$ cat config.mk
export PLATFORM = sky130hd
export DESIGN_NAME = pmu_access_gate
export DESIGN_NICKNAME = d
export VERILOG_FILES = /design/src/rtl/pmu_gate_pkg.sv /design/src/rtl/pmu_gate_check.sv /design/src/rtl/pmu_gate_regs.sv /design/src/rtl/pmu_gate_rsp.sv /design/src/rtl/pmu_access_gate.sv
export SDC_FILE = /design/constraint.sdc
export NUM_CORES = 1
export LEC_CHECK = 0
export BUFFER_PORTS_ARGS = -buffer_cell sky130_fd_sc_hd__buf_2
export CORE_AREA = 2 2 246 248
export CTS_CLUSTER_SIZE = 12
export DETAILED_ROUTE_END_ITERATION = 12
export DIE_AREA = 0 0 248 250
export MAX_ROUTING_LAYER = met4
export SYNTH_ARGS = -nofsm -noshare
export SYNTH_HDL_FRONTEND = slang
export SYNTH_SLANG_ARGS = --single-unit
$ cat constraint.sdc
create_clock -name clk -period 7.6 [get_ports clk]
set_clock_uncertainty 0.1 [all_clocks]
set_input_delay 1.14 -clock clk [delete_from_list [all_inputs] [get_ports clk]]
set_output_delay 1.14 -clock clk [all_outputs]
set_load 0.1 [all_outputs]
$ cat src/rtl/pmu_gate_pkg.sv
package pmu_gate_pkg;
  localparam int XLEN  = 64;
  localparam int CW    = 32;
  localparam int NUM_W = 10;
  localparam int NCTL  = 3;
  localparam int NCNT  = 6;
  localparam int NREG  = NCTL + NCNT;
  localparam int IDX_W = $clog2(NREG);
  localparam int FLD_LO = 18;
  localparam int HIDE_LO = 4;          // 0-based counter index of counter 5
  localparam int CTL2_STRIDE = 4;

  localparam logic [NUM_W-1:0] ALIAS_OFS = NUM_W'(16);
  localparam logic [NUM_W-1:0] P_CTL2    = NUM_W'(17);
  localparam logic [NUM_W-1:0] P_CTLA    = NUM_W'(18);
  localparam logic [NUM_W-1:0] P_CNT0    = NUM_W'(19);
  localparam logic [NUM_W-1:0] P_CTL0    = NUM_W'(28);

  localparam logic [IDX_W-1:0] I_CTL0 = IDX_W'(0);
  localparam logic [IDX_W-1:0] I_CTL2 = IDX_W'(1);
  localparam logic [IDX_W-1:0] I_CTLA = IDX_W'(2);
  localparam logic [IDX_W-1:0] I_CNT0 = IDX_W'(NCTL);

  localparam logic [XLEN-1:0] CTL0_UMASK = XLEN'(64'h0000_0000_8600_0000);

  function automatic logic [XLEN-1:0] ctl2_mask_f();
    logic [XLEN-1:0] m;
    m = '0;
    for (int k = 0; k < NCNT; k++) m[k*CTL2_STRIDE] = 1'b1;
    return m;
  endfunction
  localparam logic [XLEN-1:0] CTL2_UMASK = ctl2_mask_f();

  typedef enum logic {FLT_FACILITY = 1'b0, FLT_EMUL = 1'b1} flt_e;

  typedef struct packed {
    logic             hit;
    logic [IDX_W-1:0] idx;
  } dec_t;

  function automatic dec_t priv_decode(input logic [NUM_W-1:0] n);
    dec_t d;
    d.hit = 1'b1;
    d.idx = I_CTL0;
    if (n == P_CTL0)      d.idx = I_CTL0;
    else if (n == P_CTL2) d.idx = I_CTL2;
    else if (n == P_CTLA) d.idx = I_CTLA;
    else if (n >= P_CNT0 && n < P_CNT0 + NUM_W'(NCNT))
      d.idx = I_CNT0 + IDX_W'(n - P_CNT0);
    else d.hit = 1'b0;
    return d;
  endfunction
endpackage

$ cat src/rtl/pmu_gate_check.sv
module pmu_gate_check
  import pmu_gate_pkg::*;
(
  input  logic [NUM_W-1:0] num,
  input  logic             write,
  input  logic [1:0]       fld,
  output logic [IDX_W-1:0] idx,
  output logic             grant,
  output logic             refuse,
  output flt_e             code,
  output logic [XLEN-1:0]  umask
);
  dec_t dec;
  logic hidden;

  always_comb begin
    if (num < ALIAS_OFS) dec = priv_decode(num + ALIAS_OFS);
    else begin
      dec.hit = 1'b0;
      dec.idx = I_CTL0;
    end
  end

  assign idx    = dec.idx;
  assign hidden = (dec.idx >= I_CNT0 + IDX_W'(HIDE_LO)) &&
                  (dec.idx <  I_CNT0 + IDX_W'(HIDE_LO + 2));

  // permission and fault selection
  always_comb begin
    grant = 1'b0;
    code  = FLT_FACILITY;
    if (!dec.hit) code = FLT_EMUL;
    else if (hidden && fld == 2'b11) code = FLT_FACILITY;
    else if (write) begin
      if (fld[1]) grant = 1'b1;
      else if (fld[0]) code = FLT_FACILITY;
      else code = FLT_EMUL;
    end else begin
      if (fld != 2'b01) grant = 1'b1;
    end
  end
  assign refuse = !grant;

  always_comb begin
    if (dec.idx == I_CTL0)      umask = CTL0_UMASK;
    else if (dec.idx == I_CTL2) umask = CTL2_UMASK;
    else                        umask = '1;
  end
endmodule

$ cat src/rtl/pmu_gate_regs.sv
module pmu_gate_regs
  import pmu_gate_pkg::*;
(
  input  logic             clk,
  input  logic             rst_n,
  input  logic             we,
  input  logic [IDX_W-1:0] widx,
  input  logic [XLEN-1:0]  wdata,
  input  logic [XLEN-1:0]  wmask,
  input  logic [IDX_W-1:0] ridx_a,
  output logic [XLEN-1:0]  rdata_a,
  input  logic [IDX_W-1:0] ridx_b,
  output logic [XLEN-1:0]  rdata_b,
  output logic [1:0]       fld
);
  logic [XLEN-1:0] view [NREG];
  logic [XLEN-1:0] merged;

  always_comb merged = (view[widx < IDX_W'(NREG) ? widx : I_CTL0] & ~wmask) | (wdata & wmask);

  for (genvar g = 0; g < NCTL; g++) begin : g_ctl
    logic [XLEN-1:0] q;
    always_ff @(posedge clk) begin
      if (!rst_n) q <= '0;
      else if (we && widx == IDX_W'(g)) q <= merged;
    end
    assign view[g] = q;
  end

  for (genvar c = 0; c < NCNT; c++) begin : g_cnt
    logic [CW-1:0] q;
    always_ff @(posedge clk) begin
      if (!rst_n) q <= '0;
      else if (we && widx == IDX_W'(NCTL + c)) q <= merged[CW-1:0];
    end
    assign view[NCTL + c] = {{(XLEN-CW){1'b0}}, q};
  end

  assign rdata_a = (ridx_a < IDX_W'(NREG)) ? view[ridx_a] : '0;
  assign rdata_b = (ridx_b < IDX_W'(NREG)) ? view[ridx_b] : '0;
  assign fld     = view[I_CTL0][FLD_LO+1:FLD_LO];
endmodule

$ cat src/rtl/pmu_gate_rsp.sv
module pmu_gate_rsp
  import pmu_gate_pkg::*;
(
  input  logic            clk,
  input  logic            rst_n,
  input  logic            acc,
  input  logic            rd_grant,
  input  logic            refused,
  input  flt_e            code_in,
  input  logic [XLEN-1:0] data_in,
  input  logic            rsp_ready,
  output logic            rsp_valid,
  output logic [XLEN-1:0] rsp_data,
  output logic            fault_valid,
  output flt_e            fault_code,
  output logic            stall
);
  assign stall = rsp_valid && !rsp_ready;

  always_ff @(posedge clk) begin
    if (!rst_n) begin
      rsp_valid   <= 1'b0;
      rsp_data    <= '0;
      fault_valid <= 1'b0;
      fault_code  <= FLT_FACILITY;
    end else begin
      if (acc && rd_grant) begin
        rsp_valid <= 1'b1;
        rsp_data  <= data_in;
      end else if (!stall) begin
        rsp_valid <= 1'b0;
      end
      fault_valid <= acc && refused;
      if (acc && refused) fault_code <= code_in;
    end
  end

  AST_RSP_HOLD: assert property (@(posedge clk) disable iff (!rst_n)
    (rsp_valid && !rsp_ready) |=> (rsp_valid && $stable(rsp_data)));
  AST_FAULT_NO_DATA: assert property (@(posedge clk) disable iff (!rst_n)
    fault_valid |-> !rsp_valid);
endmodule

$ cat src/rtl/pmu_access_gate.sv
module pmu_access_gate
  import pmu_gate_pkg::*;
(
  input  logic             clk,
  input  logic             rst_n,
  input  logic             req_valid,
  output logic             req_ready,
  input  logic             req_write,
  input  logic [NUM_W-1:0] req_num,
  input  logic [XLEN-1:0]  req_wdata,
  output logic             rsp_valid,
  input  logic             rsp_ready,
  output logic [XLEN-1:0]  rsp_data,
  output logic             fault_valid,
  output logic             fault_code,
  input  logic             sup_en,
  input  logic             sup_write,
  input  logic [NUM_W-1:0] sup_num,
  input  logic [XLEN-1:0]  sup_wdata,
  output logic [XLEN-1:0]  sup_rdata
);
  localparam logic [NUM_W-1:0] U_CTL0 = P_CTL0 - ALIAS_OFS;
  localparam logic [NUM_W-1:0] U_CNT5 = P_CNT0 + NUM_W'(HIDE_LO) - ALIAS_OFS;
  localparam logic [NUM_W-1:0] U_CNT6 = U_CNT5 + NUM_W'(1);

  logic [IDX_W-1:0] chk_idx;
  logic             chk_grant, chk_refuse;
  flt_e             chk_code, f_code;
  logic [XLEN-1:0]  chk_mask, rd_a, rd_b;
  logic [1:0]       fld;
  logic             stall, acc, sup_wr;
  dec_t             sdec;

  assign sdec   = priv_decode(sup_num);
  assign sup_wr = sup_en && sup_write && sdec.hit;
  assign req_ready = !sup_en && !stall;
  assign acc    = req_valid && req_ready;

  pmu_gate_check u_check (
    .num(req_num), .write(req_write), .fld(fld),
    .idx(chk_idx), .grant(chk_grant), .refuse(chk_refuse),
    .code(chk_code), .umask(chk_mask)
  );

  pmu_gate_regs u_regs (
    .clk(clk), .rst_n(rst_n),
    .we(sup_wr || (acc && req_write && chk_grant)),
    .widx(sup_wr ? sdec.idx : chk_idx),
    .wdata(sup_wr ? sup_wdata : req_wdata),
    .wmask(sup_wr ? {XLEN{1'b1}} : chk_mask),
    .ridx_a(chk_idx), .rdata_a(rd_a),
    .ridx_b(sdec.idx), .rdata_b(rd_b),
    .fld(fld)
  );

  assign sup_rdata = sdec.hit ? rd_b : '0;

  pmu_gate_rsp u_rsp (
    .clk(clk), .rst_n(rst_n), .acc(acc),
    .rd_grant(!req_write && chk_grant), .refused(chk_refuse),
    .code_in(chk_code), .data_in(rd_a & chk_mask),
    .rsp_ready(rsp_ready), .rsp_valid(rsp_valid), .rsp_data(rsp_data),
    .fault_valid(fault_valid), .fault_code(f_code), .stall(stall)
  );
  assign fault_code = f_code;

  AST_READ_LOCKED: assert property (@(posedge clk) disable iff (!rst_n)
    (acc && !req_write && fld == 2'b01 && req_num == U_CTL0)
    |=> (fault_valid && fault_code == 1'b0));
  AST_WRITE_EMUL: assert property (@(posedge clk) disable iff (!rst_n)
    (acc && req_write && fld == 2'b00) |=> (fault_valid && fault_code == 1'b1));
  AST_HIDDEN_CNT: assert property (@(posedge clk) disable iff (!rst_n)
    (acc && fld == 2'b11 && (req_num == U_CNT5 || req_num == U_CNT6))
    |=> (fault_valid && fault_code == 1'b0));
  AST_WRITE_NO_RSP: assert property (@(posedge clk) disable iff (!rst_n)
    (acc && req_write) |=> !rsp_valid);
endmodule

==> results.md <==
- Pleak: 9.78 nW
- Fmax: around 0.18 GHz
- Die width: 248 µm
- Worst-path clk slew: 60 ps
- First-pass DRT Iterations: 5
- Final min period: roughly 5600 ps
- Worst setup path category: in2out
- DP Wirelength: 57,400 µm
- Setup crit end kind: primary output
- Worst-path maximum fanout: 60
- CTS buffer count: 51
- Pwr Density: about 190 nW/µm²
- First-pass GRT wire length: between 100,000 and 150,000 µm
- Final setup margin: 1960 ps
- Syn Nets: 3,595
- Initial antenna violation count: 8
- Slew HR: 0.0896
- Clock insertion delay at the later pin of the skew report: ~620 ps
- H-tree depth: 2
- TritonCTS clock tree: done
- Min-delay worst type: reg2reg
- Final Max Slew Viols: 0
- Status: completed
- Final setup viols: 0
- Largest area contributor in the netlist: dfxtp_1
- Worst-Margin Slew: 1360 ps
- CP max-delay cell: and3_4
- Seq/Total Area, Yosys: 0.384
- Total routed wirelength: 96,200 µm
- Async SR Flop Fraction: 0
- Mapped Cells: 3,438
- Final Net Count: around 3.7k
- WP data required: 6360 ps
- Highest Signal Layer: met4
- Cell Chain, Critical Path: buf_2 > nor4_4 > and3_4 > buf_12 > nand2_1 > nand3_1 > nand2_1 > o211ai_1 > o21ai_0 > nor2_1 > buf_2
- Max Cap Violations: 0
- Grt ovf: 0
- Clock Sink Count: 451
- Cts repair resizes: 0
- DIE HEIGHT: ~250 µm
- FF-to-FF path depth: 8
- GPL Wtd Cong: 0.855
- Core box area: 59,600 µm²
- I/O pin cnt: 287
- Share of the synthesized area in the top cell type: 0.384
- EDFF count, synth: 0
- Initial core utilization: 0.395
- Setup crit start kind: input port
- Hold Crit Depth: 2
- Final Hold Viols: 0
- # rows: 90
- CTS Buffer Depth: 3
- Top_reg_cell synth: dfxtp_1
- Peak supply drop: 0.186 mV
- DR WL met2: 42,700 µm
- RSZ-0062 raised after global routing: false
- Root Driver: clkbuf_16
- Yosys warns: 0
- IO buf count: around 290
- Vias in the first global route: approximately 24k
- All-Layer GR Usage: 0.310
- CP max stage delay: around 730 ps
- DRC: 0
- Mean Syn Cell Area: 6.84 µm²
- Met3 Routed Length: 9650 µm
- Synth Cell Area: approximately 24,000 µm²
- Post-route ant nets: 0
- Post-Place Setup Slack: 1820 ps
- Tcrit/Tclk final: 0.742
- Wire per inst: 22.1 µm
- Worst path arrival time: 4400 ps
- Drt initial violations: 3,131
- Die area: 62,000 µm²
- Number of distinct library cells after synthesis: 67
- Setup tns final: 0 ps
- Crit-path leading delay family: simple AND/OR/NAND/NOR gates
- Most common cell after layout, fill and taps aside: nand2_1
- Post-CTS Setup Inserts: 0
- Via density per instance: ~6
- Hold-fix buffers, CTS: 0
- Routed met1 length: 41,400 µm
- Flop and latch count out of synthesis: 451
- Top cells by area, synth: dfxtp_1 38%, nand2_1 13%, nand3_1 8.3%
- CP bufs+invs: 3
- Share of cells above drive strength 1: 0.132
- Most frequent cells in the layout: 843 x nand2_1, 451 x dfxtp_1, 385 x nand3_1
- Syn-to-layout area delta: 14.5%
- Largest net degree at the start of global routing: 154
- WP depth: 11
- Vias: 25.6k
logic make-up after synthesis:
family	synth area share
muxes	0.0320
buffers and inverters	0.0569
DFF	0.384
and+or+nand+nor	0.313
AOI/OAI and AO/OA	0.213
adders and majority gates	0.00106
power by group:
| part | switching, mW | total (mW) | internal [mW] |
|---|---|---|---|
| registers | 0.000704 | 2.37 | 2.36 |
| clock network | 1.06 | 2.47 | 1.41 |
| logic | 0.106 | 0.153 | 0.0476 |
| total | 1.17 | 4.99 | 3.83 |
worst register-to-register path: cells and delay by family, from the launching register on:
kind	cells	cell delay [ps]
compound gates	2	550
buf+inv	1	530
flops	1	330
simple gates	5	2450
cell type report:
type	count	area [µm²]
Fill cell	6155	32600
Antenna cell	7	17.5
Sequential cell	451	9030
Clock buffer	75	1480
Inverter	4	22.5
Multi-Input combinational cell	2671	13300
Timing Repair Buffer	352	1980
Tap cell	782	978
Clock inverter	14	160
synthesized netlist by cell type, types with 3 or more instances:
master / instances
nand2_1: 846
dfxtp_1: 451
nand3_1: 390
nor2_1: 350
a21oi_1: 340
o21ai_0: 229
clkbuf_1: 198
o22ai_1: 73
buf_2: 71
a211oi_1: 69
mux2i_1: 68
nor3_1: 67
o211ai_1: 35
o22a_1: 34
buf_1: 29
o21ai_1: 28
a211o_1: 17
and2_1: 17
buf_4: 11
and3_1: 10
nand4_1: 9
a32oi_1: 7
nor2b_1: 6
o2111ai_1: 6
nand2b_1: 5
a31oi_1: 4
inv_1: 4
nor4_1: 4
or3_1: 4
a22oi_1: 3
and4_1: 3
buf_6: 3
mux2_2: 3
o41ai_1: 3
worst paths after layout:
path                           endpoint                   from  slack, ps
setup reg to reg  u_regs.g_cnt[1].q[10]        u_rsp.rsp_valid       3510
setup / recovery          sup_rdata[16]             sup_num[9]       1960
hold reg to reg   u_regs.g_cnt[0].q[12]  u_regs.g_cnt[0].q[12]        370
hold / removal    u_regs.g_cnt[0].q[12]  u_regs.g_cnt[0].q[12]        370
sequential cells by signal (all words and copies together), names as in the netlist:
register / count
u_regs.g_cnt.q: 192
u_rsp.rsp_valid: 1
u_rsp.fault_valid: 1
u_rsp.fault_code: 1
u_regs.g_ctl.q: 192
u_rsp.rsp_data: 64
metal layers:
metal  vias to the layer above  track usage
li1                      12100            -
met1                     12000        0.423
met2                      1282        0.463
met3                       200       0.0619
met4                         0       0.0891
met5                         -            -
per-stage QoR:
stage               total power, mW  area (µm²)  hold WS, ps   util  instances
floorplan                      2.50       23500          344      -       3438
global placement               2.57       25300          357  0.424       4260
detailed placement             2.57       25300          360  0.424       4260
CTS                            5.01       26900          369  0.452       4349
global route                   5.12       26900          383  0.452       4356
finish                         4.99       26900          370  0.452       4356
Note: power is estimated with default switching activity, not from simulation.
